<file path="src/rtl/i2crec_pkg.sv">
package i2crec_pkg;

    typedef enum logic [3:0] {
        ST_IDLE,
        ST_CHK,
        ST_CHK_WAIT,
        ST_P_LO,
        ST_P_RISE,
        ST_P_HI,
        ST_S_SCL,
        ST_S_SDA,
        ST_S_RISE,
        ST_S_HI,
        ST_S_END
    } rec_state_e;

    typedef struct packed {
        logic scl;
        logic sda;
    } line_pair_t;

    // Which lines are pulled low in a given state.
    function automatic line_pair_t pull_for(rec_state_e s);
        line_pair_t p;
        p.scl = (s == ST_P_LO) || (s == ST_S_SCL) || (s == ST_S_SDA);
        p.sda = (s == ST_S_SDA) || (s == ST_S_RISE) || (s == ST_S_HI);
        return p;
    endfunction

endpackage

</file>
<file path="src/rtl/i2crec_sync.sv">
module i2crec_sync #(
    parameter int W      = 2,
    parameter int STAGES = 2
) (
    input  logic         clk,
    input  logic         rst,
    input  logic [W-1:0] d,
    output logic [W-1:0] q
);
    generate
        for (genvar b = 0; b < W; b++) begin : g_bit
            logic [STAGES-1:0] chain;
            always_ff @(posedge clk) begin
                if (rst) chain <= '1;
                else     chain <= {chain[STAGES-2:0], d[b]};
            end
            assign q[b] = chain[STAGES-1];
        end
    endgenerate
endmodule

</file>
<file path="src/rtl/i2crec_timer.sv">
module i2crec_timer #(
    parameter int TW = 8
) (
    input  logic          clk,
    input  logic          rst,
    input  logic          clr,
    output logic [TW-1:0] cnt
);
    always_ff @(posedge clk) begin
        if (rst || clr)   cnt <= '0;
        else if (~&cnt)   cnt <= cnt + 1'b1;
    end
endmodule

</file>
<file path="src/rtl/i2c_bus_rescue.sv">
module i2c_bus_rescue
    import i2crec_pkg::*;
#(
    parameter int HALF_CYC      = 1250,
    parameter int STRETCH_LIMIT = 25000,
    parameter int MAX_PULSES    = 9
) (
    input  logic clk,
    input  logic rst,
    input  logic start_i,
    input  logic scl_i,
    input  logic sda_i,
    output logic scl_drive_low,
    output logic sda_drive_low,
    output logic busy,
    output logic done,
    output logic fail
);
    localparam int TMAX = (HALF_CYC > STRETCH_LIMIT) ? HALF_CYC : STRETCH_LIMIT;
    localparam int TW   = $clog2(TMAX + 1);
    localparam int PW   = $clog2(MAX_PULSES + 1);

    rec_state_e    state_q, state_d;
    line_pair_t    raw, seen, pull;
    logic [TW-1:0] tmr;
    logic [PW-1:0] pulse_q;
    logic          half_up, stretch_up, pulse_inc, fin_ok, fin_bad, accept;
    logic          done_q, fail_q;

    assign raw = '{scl: scl_i, sda: sda_i};

    // Both bus inputs are synchronized before any decision.
    i2crec_sync #(.W(2), .STAGES(2)) u_sync (
        .clk (clk),
        .rst (rst),
        .d   (raw),
        .q   (seen)
    );

    // Phase timer restarts on every state change.
    i2crec_timer #(.TW(TW)) u_tmr (
        .clk (clk),
        .rst (rst),
        .clr (state_d != state_q),
        .cnt (tmr)
    );

    assign half_up    = (tmr == TW'(HALF_CYC - 1));
    assign stretch_up = (tmr == TW'(STRETCH_LIMIT - 1));
    assign accept     = (state_q == ST_IDLE) && start_i;

    always_comb begin
        state_d   = state_q;
        pulse_inc = 1'b0;
        fin_ok    = 1'b0;
        fin_bad   = 1'b0;
        unique case (state_q)
            ST_IDLE:     if (start_i) state_d = ST_CHK;
            ST_CHK:      if (half_up) state_d = ST_CHK_WAIT;
            ST_CHK_WAIT: begin
                if (seen.scl) begin
                    if (seen.sda) begin state_d = ST_IDLE; fin_ok = 1'b1; end
                    else          state_d = ST_P_LO;
                end else if (stretch_up) begin
                    state_d = ST_IDLE; fin_bad = 1'b1;
                end
            end
            ST_P_LO: if (half_up) begin
                pulse_inc = 1'b1;
                state_d   = seen.sda ? ST_S_SDA : ST_P_RISE;
            end
            ST_P_RISE: begin
                if (seen.scl)        state_d = ST_P_HI;
                else if (stretch_up) begin state_d = ST_IDLE; fin_bad = 1'b1; end
            end
            ST_P_HI: begin
                if (seen.sda) state_d = ST_S_SCL;
                else if (half_up) begin
                    if (pulse_q == PW'(MAX_PULSES)) begin
                        state_d = ST_IDLE; fin_bad = 1'b1;
                    end else begin
                        state_d = ST_P_LO;
                    end
                end
            end
            ST_S_SCL: if (half_up) state_d = ST_S_SDA;
            ST_S_SDA: if (half_up) state_d = ST_S_RISE;
            ST_S_RISE: begin
                if (seen.scl)        state_d = ST_S_HI;
                else if (stretch_up) begin state_d = ST_IDLE; fin_bad = 1'b1; end
            end
            ST_S_HI:  if (half_up) state_d = ST_S_END;
            ST_S_END: if (half_up) begin state_d = ST_IDLE; fin_ok = 1'b1; end
            default:  state_d = ST_IDLE;
        endcase
    end

    always_ff @(posedge clk) begin
        if (rst) begin
            state_q <= ST_CHK;
            pulse_q <= '0;
            done_q  <= 1'b0;
            fail_q  <= 1'b0;
        end else begin
            state_q <= state_d;
            if (accept)         pulse_q <= '0;
            else if (pulse_inc) pulse_q <= pulse_q + 1'b1;
            if (accept) begin
                done_q <= 1'b0;
                fail_q <= 1'b0;
            end else if (fin_ok || fin_bad) begin
                done_q <= 1'b1;
                fail_q <= fin_bad;
            end
        end
    end

    assign pull          = pull_for(state_q);
    assign scl_drive_low = pull.scl;
    assign sda_drive_low = pull.sda;
    assign busy          = (state_q != ST_IDLE);
    assign done          = done_q;
    assign fail          = fail_q;

    a_r1_quiet_after_reset: assert property (@(posedge clk) disable iff (rst)
        $past(rst) |-> (!scl_drive_low && !sda_drive_low && busy));

    a_r5_pulse_cap: assert property (@(posedge clk) disable iff (rst)
        pulse_q <= PW'(MAX_PULSES));

    a_r8_fail_releases: assert property (@(posedge clk) disable iff (rst)
        fail |-> (!scl_drive_low && !sda_drive_low && done));

    a_r9_sda_under_scl_low: assert property (@(posedge clk) disable iff (rst)
        $rose(sda_drive_low) |-> scl_drive_low);

    a_r10_done_not_busy: assert property (@(posedge clk) disable iff (rst)
        done |-> !busy);

endmodule

</file>
<file path="config.mk">
export PLATFORM = sky130hd
export DESIGN_NAME = i2c_bus_rescue
export DESIGN_NICKNAME = d
export VERILOG_FILES = /design/src/rtl/i2crec_pkg.sv /design/src/rtl/i2crec_sync.sv /design/src/rtl/i2crec_timer.sv /design/src/rtl/i2c_bus_rescue.sv
export SDC_FILE = /design/constraint.sdc
export NUM_CORES = 1
export LEC_CHECK = 0
export ABC_AREA = 0
export CORE_UTILIZATION = 55
export DETAILED_ROUTE_END_ITERATION = 10
export HOLD_SLACK_MARGIN = 0.12
export PLACE_DENSITY = 0.71
export RECOVER_POWER = 100
export SLEW_MARGIN = 20
export SYNTH_ARGS = -nofsm -noshare
export SYNTH_HDL_FRONTEND = slang
export SYNTH_SLANG_ARGS = --single-unit
</file>
<file path="constraint.sdc">
create_clock -name clk -period 3.2 [get_ports clk]
set_input_delay 0.64 -clock clk [delete_from_list [all_inputs] [get_ports clk]]
set_output_delay 0.64 -clock clk [all_outputs]
set_load 0.05 [all_outputs]
</file>
Yosys cells after proc, flatten, opt, wreduce, memory -nomap -nowiden. Cells that the tools add are included.

Add/subtract/negate cells: 2. Equal/unequal tests: 14. Muxes and demuxes: 28. Reductions and logical operators: 12.

Operators by type and width (number): 4-bit 2-to-1 mux (13); 4-bit one-hot mux with 11 select lines (1); 4-bit by 3-bit equality test with 1-bit output (second input constant) (4); 4-bit equality test (second input constant) (4); 15-bit by 1-bit adder with 15-bit output (second input constant) (1); 15-bit by 11-bit equality test with 1-bit output (second input constant) (1); 15-bit equality test (second input constant) (1); 15-bit AND reduction (1); 1-bit 2-to-1 mux (9); 4-bit by 2-bit equality test with 1-bit output (second input constant) (2); 1-bit logical OR (6); 2-bit 2-to-1 mux (3); 4-bit by 1-bit adder with 4-bit output (second input constant) (1); 4-bit by 1-bit equality test with 1-bit output (second input constant) (1); 4-bit logical NOT (1); 4-bit != test (1); 1-bit one-hot mux with 2 select lines (2); 4-bit nonzero test (1); 3-bit OR reduction (1); 2-bit OR reduction (1); 1-bit logical AND (1).

Register bits: 29. Bits of input ports: 5. Output and inout port bits: 5.

Depth between registers and ports, before layout.
Depth after elaboration: 7. Depth in mapped cells: 10.

Cells and area by module. Synthesis repeated with hierarchy kept, for this count alone.

Cells, all modules: 224. Area, all modules: 1774.2 um2.

Modules (own cells, without submodules): i2c_bus_rescue (instances 1, cells an instance 127, area each 930.9 um2, sequential area each 200.2 um2); i2crec_timer (instances 1, cells an instance 87, area each 723.2 um2, sequential area each 300.3 um2); i2crec_sync (instances 1, cells an instance 10, area each 120.1 um2, sequential area each 80.1 um2).

Worst setup path before layout. No wires, ideal clock.

Path type: register to output. Start: register state_q[2]. End: output port sda_drive_low. Data arrival time: 2.108 ns. Required time: 2.560 ns. Slack: 0.452 ns. Cell stages (with the launch flop): 5. Path through: dfxtp_1 > clkbuf_1 > buf_1 > nand2_1 > o21ai_0.

Cells in the longest elaborated chain, start to end: 3. Elaborated cells on any way between the ends: 5. Classes of those cells: 3 x eq/ne; 2 x reduce/logical.

Ends and longest elaborated chain: start, declared (RTL line i2c_bus_rescue.sv:23) `rec_state_e state_q, state_d;`; start signal, assigned (RTL line i2c_bus_rescue.sv:105) `state_q <= state_d;`; 4-bit by 3-bit equality test with 1-bit output or 4-bit equality test (tied branches) (RTL line i2crec_pkg.sv:26) `p.sda = (s == ST_S_SDA) || (s == ST_S_RISE) || (s == ST_S_HI);`; 1-bit logical OR (RTL line i2crec_pkg.sv:26); 1-bit logical OR (*) (RTL line i2crec_pkg.sv:26); end, declared (RTL line i2c_bus_rescue.sv:14) `output logic sda_drive_low,`.

Mark *: on every way between the ends. The rest lies on a longest branch, timed or not.

Final worst setup path.
Start: register state_q[2]. End: output port busy.

Cells in the longest elaborated chain, start to end: 1.

Ends and longest elaborated chain: 4-bit nonzero test (RTL line i2c_bus_rescue.sv:121) `assign busy = (state_q != ST_IDLE);`; end, declared (RTL line i2c_bus_rescue.sv:15) `output logic busy,`.

No other way between the ends.

==> flow_summary_export.csv <==
group,metric,value,unit
clocking,cts_tree,"yes",
floorplan,core,0.00308,sq mm
sta,report.final.slew_viol_count,0,
clocking,cts.path.max_buffers,2,
synth,yosysSeqAreaShare,32.3,%
sta,finalCriticalPeriod,2820,ps
synth,synthCells,215,
detailed_routing,drt-pass1-iter-count,4,
pwr,intPower,505,uW
synth,synth-main-ff-cell,"dfxtp_1",
global_routing,grt_usage,26.3,%
detailed_routing,drt_iter0_markers,97,
setup_path,cpMaxStageDelayCell,"dlygate4sd3_1",
clocking,numCtsBuffers,5,
worst_hold_path,hp-start,"u_sync.g_bit[1].chain[0]",
placement,place_area,0.00192,sq mm
cells_and_area,layout_common_cells,"dfxtp_1, nor2_1, nor3_1",
synth,ys_warn_count,0,
detailed_routing,drc,0,
clocking,path_clk_slew,90,ps
clocking,clock-sinks,29,
floorplan,io_pins,10,
sta,hold_viol,0,
clocking,cts_root_buffer,"clkbuf_4",
setup_path,path_cells,"buf_4 -> nor2_1 -> nand2_1 -> dlygate4sd3_1",
sta,setup_tns,0,ps
floorplan,die_h,59.2,um
setup_path,path_max_fanout,13,
cells_and_area,area_growth,5.22,%
sta,tightest_slew,915,ps
synth,async_reset_ff_share,0,%
clocking,htreeDepth,2,
pwr,p_sw,173,uW
detailed_routing,ant_nets,0,
setup_path,critPathLaunch,"state_q[2]",
setup_path,worstPathRequired,2560,ps
setup_path,critPathMaxStageDelay,870,ps
setup_path,reg2reg_from,"u_tmr.cnt[0]",
global_routing,grt_max_degree,19,
sta,max_freq,0.354,GHz
sta,fin_crit_sh,88.2,%
pwr,seq_power_share,57.1,%
cells_and_area,fin_area,0.00189,sq mm
cells_and_area,drive_above_1_share,8.52,%
synth,netlist_area,0.00180,sq mm
detailed_routing,via_per_inst,6.16,
detailed_routing,wl_per_cell,15.3,um
synth,syn_avg_cell_area,8.36,sq um
cells_and_area,layout_commonest_cell,"dfxtp_1",
worst_hold_path,holdCritPathClass,"flip-flop to flip-flop",
sta,setup_viol,0,
setup_path,path_class,"flip-flop to output port",
detailed_routing,route.vias.total,1645,
pwr,netSwitchingFraction,25.5,%
sta,rsz0062_at_grt,"false",
clocking,clk_latency,320,ps
synth,ys_ff_latch,29,
pwr,power.density,359,mW/mm^2
global_routing,grt_pass1_wl,6830,um
floorplan,initial_core_util,58.4,%
pwr,ir_drop,0.314,mV
floorplan,die_w,59.2,um
global_routing,overflow,0,
global_routing,antenna_found_initial,0,
cells_and_area,fillCellCount,302,
setup_path,worstPathArrival,2180,ps
synth,yosys.cell_types.count,59,
floorplan,rows,20,
setup_path,cp_top_family,"buffers and inverters",
sta,max_slew_margin,38.2,%
setup_path,path_buf_inv,2,
run_status,run_status,"complete, no violations",
flow_run,cap_viol_max_count,0,
global_routing,grt_pass1_vias,1437,
detailed_routing,totalWireLength,4090,um
cells_and_area,diodes,0,
pwr,leakage,0.000632,uW
setup_path,crit_path_start_kind,"flip-flop",
placement,dp.final_hpwl,2950,um
synth,synth_nets,224,
clocking,ctsHoldBuffers,0,
placement,place_congestion,0.903,
pwr,comb_power_share,9.8,%
sta,skew,9.09,ps
pwr,pwr-share-clk,33.2,%
placement,portBuffers,9,
cells_and_area,nets,232,
setup_path,end_kind,"output port",
floorplan,dieArea,0.00350,sq mm
synth,synth_edf_count,0,
-- cell usage after synthesis, drive strengths merged (2+ instances only) --
cell type,instances,area share (%)
clkbuf,7,1.5
nand4,5,2.1
or3,3,1.0
a31oi,2,0.70
and4,2,1.0
mux2i,3,1.9
nor3b,2,0.83
nor4,4,2.2
dfxtp,29,32
o211ai,2,1.1
a21oi,9,2.5
nor3,23,9.5
nor2b,3,1.0
nor2,21,4.4
xor2,4,1.9
buf,5,1.7
a311oi,2,0.97
nand2,17,3.5
xnor2,9,4.4
nand2b,4,1.4
ha,4,2.8
o21ai,9,2.5
nand3,8,2.2
or2,4,1.4
inv,8,1.7
-- stage by stage --
step	hold slack (ps)	power, uW	std cells	util (%)	setup slack, ps
floorplan	389	449	215	-	452
global placement	392	467	260	62.3	602
detailed placement	397	474	260	62.3	527
CTS	410	698	267	64.1	174
global route	427	716	267	61.5	237
finish	412	679	267	61.5	376
-- area by class of cell --
type	instances	area [sq um]	area share [%]
tap	44	55.1	2.91
sequential	29	581	30.7
clock buffer	7	55.1	2.91
timing repair buffer	13	110	5.82
inverter	8	30.0	1.59
multi-input combinational	166	1060	56.1
-- cell families after synthesis --
kind of cell    after synthesis  synth area share (%)
flops                        29                  32.3
fa+ha+maj                     4                  2.78
compound gates               41                  16.4
xor+xnor                     13                  6.33
buf+inv                      20                  4.80
mux                           3                  1.88
simple gates                105                  35.5
-- worst paths after layout --
check / end / slack, ps / cells past startpoint
hold / removal: u_sync.g_bit[1].chain[1] / 410 / 1
setup / recovery: busy / 380 / 4
hold reg to reg: u_sync.g_bit[1].chain[1] / 410 / 1
setup reg to reg: u_tmr.cnt[1] / 460 / 8
-- flip-flops by register name, indices dropped and copies added (netlist names) --
name / flops
done: 1
fail: 1
u_sync.g_bit.chain: 4
u_tmr.cnt: 15
state_q: 4
pulse_q: 4
-- metal layers --
metal,track usage [%],wire length (um),vias to the layer above
met5,0,0,-
met4,11.2,68,0
met3,6.99,261,8
met2,38.0,1810,62
met1,37.0,1950,773
li1,-,-,802
-- what timing repair did --
item	4_1_cts	5_1_grt
setup endpoints to repair	0	1
setup buffers	0	0
resized for setup	0	1
hold endpoints to repair	0	0
-- worst reg2reg max path, stage by stage, from the launching register on --
cell and delay, ps:
dfxtp_1 420, ha_1 180, nor4b_1 380, nand4_1 330, or4b_1 550, o211ai_1 180
mux2i_2 110, buf_4 220, a2111oi_0 270
-- power by group through the flow --
stage	clock network [uW]	registers [uW]	logic (uW)
2_1_floorplan	0	390	59.3
3_3_place_gp	0	394	73.0
3_5_place_dp	0	395	78.8
4_1_cts	232	387	79.2
5_1_grt	252	389	74.3
6_report	225	387	66.4
Power figures use the tool's default switching activity.
